**src/rtl/cart_dma_pkg.sv**
```systemverilog
package cart_dma_pkg;

  localparam int WORD_W   = 32;
  localparam int RAMREG_W = 24;
  localparam int LEN_W    = 24;
  localparam int CNT_W    = LEN_W + 1;
  localparam int SLOT_W   = 4;

  localparam logic [SLOT_W-1:0] SLOT_RAM     = 4'd0;
  localparam logic [SLOT_W-1:0] SLOT_CART    = 4'd1;
  localparam logic [SLOT_W-1:0] SLOT_TO_CART = 4'd2;
  localparam logic [SLOT_W-1:0] SLOT_TO_RAM  = 4'd3;
  localparam logic [SLOT_W-1:0] SLOT_STATUS  = 4'd4;
  localparam logic [SLOT_W-1:0] SLOT_SCR0    = 4'd5;

  typedef enum logic [1:0] {
    MV_IDLE,
    MV_READ,
    MV_WRITE,
    MV_FINISH
  } mover_state_e;

  function automatic logic [RAMREG_W-1:0] ram_start_of(input logic [RAMREG_W-1:0] a);
    return a & 24'h7F_FFFE;
  endfunction

  function automatic logic [WORD_W-1:0] cart_start_of(input logic [WORD_W-1:0] a);
    return a & 32'hFFFF_FFFE;
  endfunction

  function automatic logic [CNT_W-1:0] trim_count(input logic [LEN_W-1:0] len,
                                                  input logic [2:0] off);
    logic [CNT_W-1:0] raw;
    logic [CNT_W-1:0] sub;
    raw = {1'b0, len} + 25'd1;
    sub = {22'd0, off};
    return (raw > sub) ? (raw - sub) : '0;
  endfunction

endpackage

```
**src/rtl/cart_dma_scratch.sv**
```systemverilog
module cart_dma_scratch #(
  parameter int NUM   = 8,
  parameter int W     = 8,
  parameter int IDX_W = $clog2(NUM)
) (
  input  logic             clk_i,
  input  logic             rst_ni,
  input  logic             wr_en_i,
  input  logic [IDX_W-1:0] wr_idx_i,
  input  logic [W-1:0]     wr_data_i,
  output logic [W-1:0]     vals_o [NUM]
);

  for (genvar g = 0; g < NUM; g++) begin : g_slot
    logic [W-1:0] val_q;
    always_ff @(posedge clk_i) begin
      if (!rst_ni) begin
        val_q <= '0;
      end else if (wr_en_i && (wr_idx_i == IDX_W'(g))) begin
        val_q <= wr_data_i;
      end
    end
    assign vals_o[g] = val_q;
  end

endmodule

```
**src/rtl/cart_dma_mover.sv**
```systemverilog
module cart_dma_mover
  import cart_dma_pkg::*;
#(
  parameter int RAM_AW  = 23,
  parameter int CART_AW = 26
) (
  input  logic                clk_i,
  input  logic                rst_ni,
  input  logic                start_i,
  input  logic                to_cart_i,
  input  logic [RAMREG_W-1:0] ram_base_i,
  input  logic [WORD_W-1:0]   cart_base_i,
  input  logic [CNT_W-1:0]    count_i,
  output logic                busy_o,
  output logic                done_o,
  output logic [RAMREG_W-1:0] ram_end_o,
  output logic [WORD_W-1:0]   cart_end_o,
  output logic [RAM_AW-1:0]   ram_addr_o,
  output logic                ram_rd_o,
  input  logic [7:0]          ram_rdata_i,
  output logic                ram_wr_o,
  output logic [7:0]          ram_wdata_o,
  output logic [CART_AW-1:0]  cart_addr_o,
  output logic                cart_rd_o,
  input  logic [7:0]          cart_rdata_i,
  output logic                cart_wr_o,
  output logic [7:0]          cart_wdata_o
);

  mover_state_e        state_q;
  logic                to_cart_q;
  logic [RAMREG_W-1:0] ram_ptr_q;
  logic [WORD_W-1:0]   cart_ptr_q;
  logic [CNT_W-1:0]    left_q;

  always_ff @(posedge clk_i) begin
    if (!rst_ni) begin
      state_q    <= MV_IDLE;
      to_cart_q  <= 1'b0;
      ram_ptr_q  <= '0;
      cart_ptr_q <= '0;
      left_q     <= '0;
    end else begin
      unique case (state_q)
        MV_IDLE: begin
          if (start_i) begin
            to_cart_q  <= to_cart_i;
            ram_ptr_q  <= ram_base_i;
            cart_ptr_q <= cart_base_i;
            left_q     <= count_i;
            state_q    <= (count_i == '0) ? MV_FINISH : MV_READ;
          end
        end
        MV_READ: state_q <= MV_WRITE;
        MV_WRITE: begin
          ram_ptr_q  <= ram_ptr_q + 1'b1;
          cart_ptr_q <= cart_ptr_q + 1'b1;
          left_q     <= left_q - 1'b1;
          state_q    <= (left_q == CNT_W'(1)) ? MV_FINISH : MV_READ;
        end
        MV_FINISH: state_q <= MV_IDLE;
        default:   state_q <= MV_IDLE;
      endcase
    end
  end

  assign busy_o       = (state_q != MV_IDLE);
  assign done_o       = (state_q == MV_FINISH);
  assign ram_end_o    = ram_ptr_q;
  assign cart_end_o   = cart_ptr_q;

  assign ram_addr_o   = ram_ptr_q[RAM_AW-1:0];
  assign cart_addr_o  = cart_ptr_q[CART_AW-1:0];
  assign ram_rd_o     = (state_q == MV_READ)  &&  to_cart_q;
  assign cart_rd_o    = (state_q == MV_READ)  && !to_cart_q;
  assign cart_wr_o    = (state_q == MV_WRITE) &&  to_cart_q;
  assign ram_wr_o     = (state_q == MV_WRITE) && !to_cart_q;
  assign cart_wdata_o = ram_rdata_i;
  assign ram_wdata_o  = cart_rdata_i;

endmodule

```
**src/rtl/cart_dma_engine.sv**
```systemverilog
module cart_dma_engine
  import cart_dma_pkg::*;
#(
  parameter int RAM_AW      = 23,
  parameter int CART_AW     = 26,
  parameter int NUM_SCRATCH = 8
) (
  input  logic               clk_i,
  input  logic               rst_ni,
  input  logic [5:0]         bus_addr_i,
  input  logic               bus_wr_i,
  input  logic               bus_rd_i,
  input  logic [31:0]        bus_wdata_i,
  output logic [31:0]        bus_rdata_o,
  output logic               irq_o,
  output logic [RAM_AW-1:0]  ram_addr_o,
  output logic               ram_rd_o,
  input  logic [7:0]         ram_rdata_i,
  output logic               ram_wr_o,
  output logic [7:0]         ram_wdata_o,
  output logic [CART_AW-1:0] cart_addr_o,
  output logic               cart_rd_o,
  input  logic [7:0]         cart_rdata_i,
  output logic               cart_wr_o,
  output logic [7:0]         cart_wdata_o
);

  localparam int SCR_IDX_W = $clog2(NUM_SCRATCH);

  logic [RAMREG_W-1:0] ram_addr_q;
  logic [WORD_W-1:0]   cart_addr_q;
  logic [CNT_W-1:0]    len_to_cart_q;
  logic [CNT_W-1:0]    len_to_ram_q;
  logic                irq_q;
  logic [WORD_W-1:0]   rdata_q;

  // decoded bus events
  logic                aligned;
  logic [SLOT_W-1:0]   slot;
  logic [SLOT_W-1:0]   scr_rel;
  logic                scr_hit;
  logic                wr_hit;
  logic                start_req;
  logic                start_go;
  logic                irq_clear_evt;
  logic                busy;
  logic                done_evt;
  logic [RAMREG_W-1:0] ram_base;
  logic [WORD_W-1:0]   cart_base;
  logic [CNT_W-1:0]    count;
  logic [RAMREG_W-1:0] ram_end;
  logic [WORD_W-1:0]   cart_end;
  logic [7:0]          scr_vals [NUM_SCRATCH];
  logic [WORD_W-1:0]   rd_word;

  assign aligned       = (bus_addr_i[1:0] == 2'b00);
  assign slot          = bus_addr_i[5:2];
  assign scr_rel       = slot - SLOT_SCR0;
  assign scr_hit       = (slot >= SLOT_SCR0) && (scr_rel < SLOT_W'(NUM_SCRATCH));
  assign wr_hit        = bus_wr_i && aligned;
  assign start_req     = wr_hit && ((slot == SLOT_TO_CART) || (slot == SLOT_TO_RAM));
  assign start_go      = start_req && !busy;
  assign irq_clear_evt = wr_hit && (slot == SLOT_STATUS) && bus_wdata_i[1];

  assign ram_base  = ram_start_of(ram_addr_q);
  assign cart_base = cart_start_of(cart_addr_q);
  assign count     = trim_count(bus_wdata_i[LEN_W-1:0], ram_base[2:0]);

  cart_dma_mover #(
    .RAM_AW (RAM_AW),
    .CART_AW(CART_AW)
  ) u_mover (
    .clk_i       (clk_i),
    .rst_ni      (rst_ni),
    .start_i     (start_go),
    .to_cart_i   (slot == SLOT_TO_CART),
    .ram_base_i  (ram_base),
    .cart_base_i (cart_base),
    .count_i     (count),
    .busy_o      (busy),
    .done_o      (done_evt),
    .ram_end_o   (ram_end),
    .cart_end_o  (cart_end),
    .ram_addr_o  (ram_addr_o),
    .ram_rd_o    (ram_rd_o),
    .ram_rdata_i (ram_rdata_i),
    .ram_wr_o    (ram_wr_o),
    .ram_wdata_o (ram_wdata_o),
    .cart_addr_o (cart_addr_o),
    .cart_rd_o   (cart_rd_o),
    .cart_rdata_i(cart_rdata_i),
    .cart_wr_o   (cart_wr_o),
    .cart_wdata_o(cart_wdata_o)
  );

  cart_dma_scratch #(
    .NUM(NUM_SCRATCH),
    .W  (8)
  ) u_scratch (
    .clk_i    (clk_i),
    .rst_ni   (rst_ni),
    .wr_en_i  (wr_hit && scr_hit),
    .wr_idx_i (scr_rel[SCR_IDX_W-1:0]),
    .wr_data_i(bus_wdata_i[7:0]),
    .vals_o   (scr_vals)
  );

  // address registers: completion overrides a same-cycle software write
  always_ff @(posedge clk_i) begin
    if (!rst_ni) begin
      ram_addr_q  <= '0;
      cart_addr_q <= '0;
    end else if (done_evt) begin
      ram_addr_q  <= ram_end;
      cart_addr_q <= cart_end;
    end else if (wr_hit) begin
      if (slot == SLOT_RAM)  ram_addr_q  <= bus_wdata_i[RAMREG_W-1:0];
      if (slot == SLOT_CART) cart_addr_q <= bus_wdata_i;
    end
  end

  always_ff @(posedge clk_i) begin
    if (!rst_ni) begin
      len_to_cart_q <= '0;
      len_to_ram_q  <= '0;
    end else if (start_go) begin
      if (slot == SLOT_TO_CART) len_to_cart_q <= count;
      else                      len_to_ram_q  <= count;
    end
  end

  always_ff @(posedge clk_i) begin
    if (!rst_ni)            irq_q <= 1'b0;
    else if (done_evt)      irq_q <= 1'b1;
    else if (irq_clear_evt) irq_q <= 1'b0;
  end

  always_comb begin
    rd_word = '0;
    if (aligned) begin
      if (scr_hit) begin
        rd_word = {24'd0, scr_vals[scr_rel[SCR_IDX_W-1:0]]};
      end else begin
        unique case (slot)
          SLOT_RAM:     rd_word = {8'd0, ram_addr_q};
          SLOT_CART:    rd_word = cart_addr_q;
          SLOT_TO_CART: rd_word = {7'd0, len_to_cart_q};
          SLOT_TO_RAM:  rd_word = {7'd0, len_to_ram_q};
          SLOT_STATUS:  rd_word = {28'd0, irq_q, 1'b0, busy, busy};
          default:      rd_word = '0;
        endcase
      end
    end
  end

  always_ff @(posedge clk_i) begin
    if (!rst_ni)       rdata_q <= '0;
    else if (bus_rd_i) rdata_q <= rd_word;
  end

  assign bus_rdata_o = rdata_q;
  assign irq_o       = irq_q;

endmodule

```
**config.mk**
```make
export PLATFORM = sky130hd
export DESIGN_NAME = cart_dma_engine
export DESIGN_NICKNAME = d
export VERILOG_FILES = /design/src/rtl/cart_dma_pkg.sv /design/src/rtl/cart_dma_scratch.sv /design/src/rtl/cart_dma_mover.sv /design/src/rtl/cart_dma_engine.sv
export SDC_FILE = /design/constraint.sdc
export NUM_CORES = 1
export LEC_CHECK = 0
export ABC_AREA = 1
export CORE_MARGIN = 3
export CORE_UTILIZATION = 30
export CTS_BUF_LIST = sky130_fd_sc_hd__clkbuf_2 sky130_fd_sc_hd__clkbuf_4 sky130_fd_sc_hd__clkbuf_8
export DETAILED_ROUTE_END_ITERATION = 12
export HOLD_SLACK_MARGIN = 0.03
export PLACE_DENSITY = 0.53
export SYNTH_ARGS = -nofsm -noshare
export SYNTH_HDL_FRONTEND = slang
export SYNTH_SLANG_ARGS = --single-unit
export TNS_END_PERCENT = 10
```
**constraint.sdc**
```tcl
create_clock -name clk_i -period 3.6 [get_ports clk_i]
set_input_delay 0.54 -clock clk_i [delete_from_list [all_inputs] [get_ports clk_i]]
set_output_delay 0.54 -clock clk_i [all_outputs]
set_load 0.02 [all_outputs]
```
==> run_results.csv <==
group,metric,value,unit
cts,cts.clk_slew.worst_paths,60,ps
cts,clock-sinks,287,
timing,max_freq,0.3095,GHz
cells_and_area,synthToLayoutAreaGrowth,18.06,%
global_route,grt_overflow,0,
power_and_ir_drop,power.density,370.8,nW/um2
critical_path,crit_required,4060,ps
critical_path,max_stage_delay,480,ps
detailed_routing,drt-initial-drc-count,1227,
synthesis,synth_common_cells,"553 x nand2_1, 287 x dfxtp_1, 262 x nor2_1",
global_route,grt_pass1_wl,91480,um
timing,fin_crit_sh,89.74,%
timing,hold_viol_final,0,
critical_path,cp_top_family,"simple AND/OR/NAND/NOR gates",
timing,finalSetupTns,0,ps
critical_path,cp_max_fo,7,
timing,min_period,3231,ps
placement,numPortBuffers,127,
synthesis,synth.area.top_cells,"dfxtp_1 35%, nand2_1 13%, a21oi_1 8.0%",
detailed_routing,remaining_drc_errors,0,
critical_path,path_cells,"ha_1 > nand2_1 > nor2_1 > nand2_1 > nor2_1 > nand3_1 > nor2_1 > nand3_1 > nor2_1 > nand2_1 > nor4_1 > xor2_1 > o21ai_0 > a21oi_1",
power_and_ir_drop,finalPower,0.007144,W
cts,cts.htree.levels,2,
global_route,antenna_found_initial,0,
floorplan,rows,84,
cts,cts_tree,"yes",
synthesis,synth_top_area_share,35.21,%
cts,clockBufferDepth,3,
synthesis,yosys.area.top_type,"dfxtp_1",
synthesis,yosysMostFrequentCell,"nand2_1",
detailed_routing,vias,16720,
detailed_routing,wl_per_cell,18.25,um
timing,setup_viol,0,
critical_path,crit_top_cell,"nor2_1",
timing,slew-limit-headroom,46.55,%
timing,fin_worst_skew,42.38,ps
global_route,groute.usage.overall,20.15,%
timing,tightest_slew,796.8,ps
floorplan,ioPinCount,160,
cells_and_area,nNetsFinal,2581,
timing,slew_viol_final,0,
critical_path,slowest_stage,"dfxtp_1",
floorplan,dieArea,57220,um2
cts,numCtsBuffers,51,
detailed_routing,firstDrtPassIters,5,
placement,dpl_cell_area,18170,um2
floorplan,start_util,30.68,%
synthesis,yosysUniqueCellTypes,53,
synthesis,syn-num-nets,2507,
synthesis,syn_area,16320,um2
critical_path,startpoint_type,"flop",
synthesis,ys.warnings.count,0,
critical_path,crit_arrival,3690,ps
synthesis,synth.avg_cell_area,6.704,um2
power_and_ir_drop,peakVddDrop,0.2201,mV
placement,place_congestion,0.8802,
timing,rsz0062_at_grt,"false",
detailed_routing,wirelength,58950,um
cts,clock_latency,620,ps
synthesis,synth-main-ff-cell,"dfxtp_1",
cts,ctsHoldBuffers,0,
critical_path,worstSetupPathType,"reg2reg",
cts,cts_resized,0,
cells_and_area,fin_area,19260,um2
floorplan,core_area,53180,um2
global_route,grt_max_degree,80,
detailed_routing,routed_via_density,5.174,
synthesis,async_flop_share,0,%
cts,cts_setup_buffers,0,
synthesis,ys_ff_latch,287,
synthesis,synthCells,2434,
critical_path,worst_setup_path_end_kind,"flop",
power_and_ir_drop,leakagePower,7.151,nW
critical_path,crit_buf_inv,0,
status,status,"completed",
placement,hpwl,43000,um
synthesis,yosysSeqAreaShare,35.21,%
synthesis,synth_edf_count,0,
min_path,hp-class,"reg2reg",
cells_and_area,final_layout_size_suffix_gt1_share,10.26,%
cells_and_area,diodes,0,
cts,clockRootBuffer,"clkbuf_8",
floorplan,die_w,239.2,um
floorplan,die_h,239.2,um
critical_path,ff2ff_setup_slack,370,ps
detailed_routing,route.antenna.remaining_nets,0,
run,cap_violations,0,
global_route,grt_pass1_vias,16210,
## where the power goes
group          internal [W]  switching [W]  total, W
Sequential          0.00320      0.0000160   0.00321
Combinational      0.000212       0.000449  0.000661
Clock               0.00187        0.00140   0.00327
Total               0.00528        0.00186   0.00714
## cell type report
class                      count  area (um2)
clock buffer                  82        1028
clock inverter                 6       65.06
fill                        5810       33920
inverter                     209       787.0
multi-input combinational   1745        8820
sequential                   287        5746
tap                          688       860.8
timing repair buffer         214        1957
## cell usage in the layout, fill, tap and decap left out, drive strengths merged, types with 14 or more instances in the layout
| cell | instances |
|---|---|
| nand2 | 583 |
| dfxtp | 287 |
| a22oi | 21 |
| clkdlybuf4s50 | 126 |
| xor2 | 34 |
| a32oi | 16 |
| o22ai | 31 |
| o211ai | 23 |
| nand3 | 89 |
| clkbuf | 82 |
| ha | 14 |
| a21oi | 261 |
| o21ai | 205 |
| nor2 | 291 |
| nor3 | 32 |
| o2111ai | 16 |
| inv | 200 |
| nand4 | 19 |
| buf | 88 |
| a221oi | 18 |
| a31oi | 20 |
## registers in the layout, summed over array words and instances, names as in the netlist
name / count
u_scratch.g_slot.val_q: 64
bus_rdata_o: 32
cart_addr_q: 32
u_mover.cart_end_o: 32
len_to_cart_q: 25
len_to_ram_q: 25
u_mover.left_q: 25
ram_addr_q: 24
u_mover.ram_end_o: 24
u_mover.state_q: 2
irq_o: 1
u_mover.to_cart_q: 1
## routing by layer
metal / vias to the layer above / global-route usage [%] / routed length (um)
li1: 8254 / - / -
met1: 7832 / 25.86 / 25780
met2: 525 / 32.79 / 26790
met3: 107 / 3.270 / 3387
met4: 0 / 10.21 / 2994
met5: - / 0 / 0
## through the flow
| step | util [%] | cells | setup WS [ps] | hold slack (ps) |
|---|---|---|---|---|
| after global placement | 34.17 | 3143 | 90.25 | 451.0 |
| final | 36.22 | 3231 | 369.3 | 463.1 |
| after detailed placement | 34.17 | 3143 | 78.65 | 456.8 |
| after floorplan | - | 2434 | 606.3 | 437.2 |
| after global routing | 36.22 | 3231 | 82.39 | 464.0 |
| after CTS | 36.22 | 3231 | 445.7 | 434.6 |
## worst reg2reg max path: cells and delay by family, from the launching register on
kind	cells	cell delay [ps]
adders and majority gates	1	230
and+or+nand+nor	10	2060
DFF	1	480
AOI/OAI and AO/OA	2	240
xor gates and xnor gates	1	110
## worst paths after layout
kind                                            from                                  end  cells past startpoint
setup / recovery  u_mover.cart_end_o[0]$_SDFFE_PN0P_  u_mover.cart_end_o[30]$_SDFFE_PN0P_                     14
hold / removal          bus_rdata_o[25]$_SDFFE_PN0P_         bus_rdata_o[25]$_SDFFE_PN0P_                      2
setup reg to reg  u_mover.cart_end_o[0]$_SDFFE_PN0P_  u_mover.cart_end_o[30]$_SDFFE_PN0P_                     14
hold reg to reg         bus_rdata_o[25]$_SDFFE_PN0P_         bus_rdata_o[25]$_SDFFE_PN0P_                      2
## cells by family after synthesis
group,count (synthesis),share of synthesized area [%]
adders and majority gates,15,1.196
buffers and inverters,402,10.88
AOI/OAI and AO/OA,647,22.82
and+or+nand+nor,1037,27.42
DFF,287,35.21
xor gates and xnor gates,46,2.469
(Power assumes the default switching activity.)
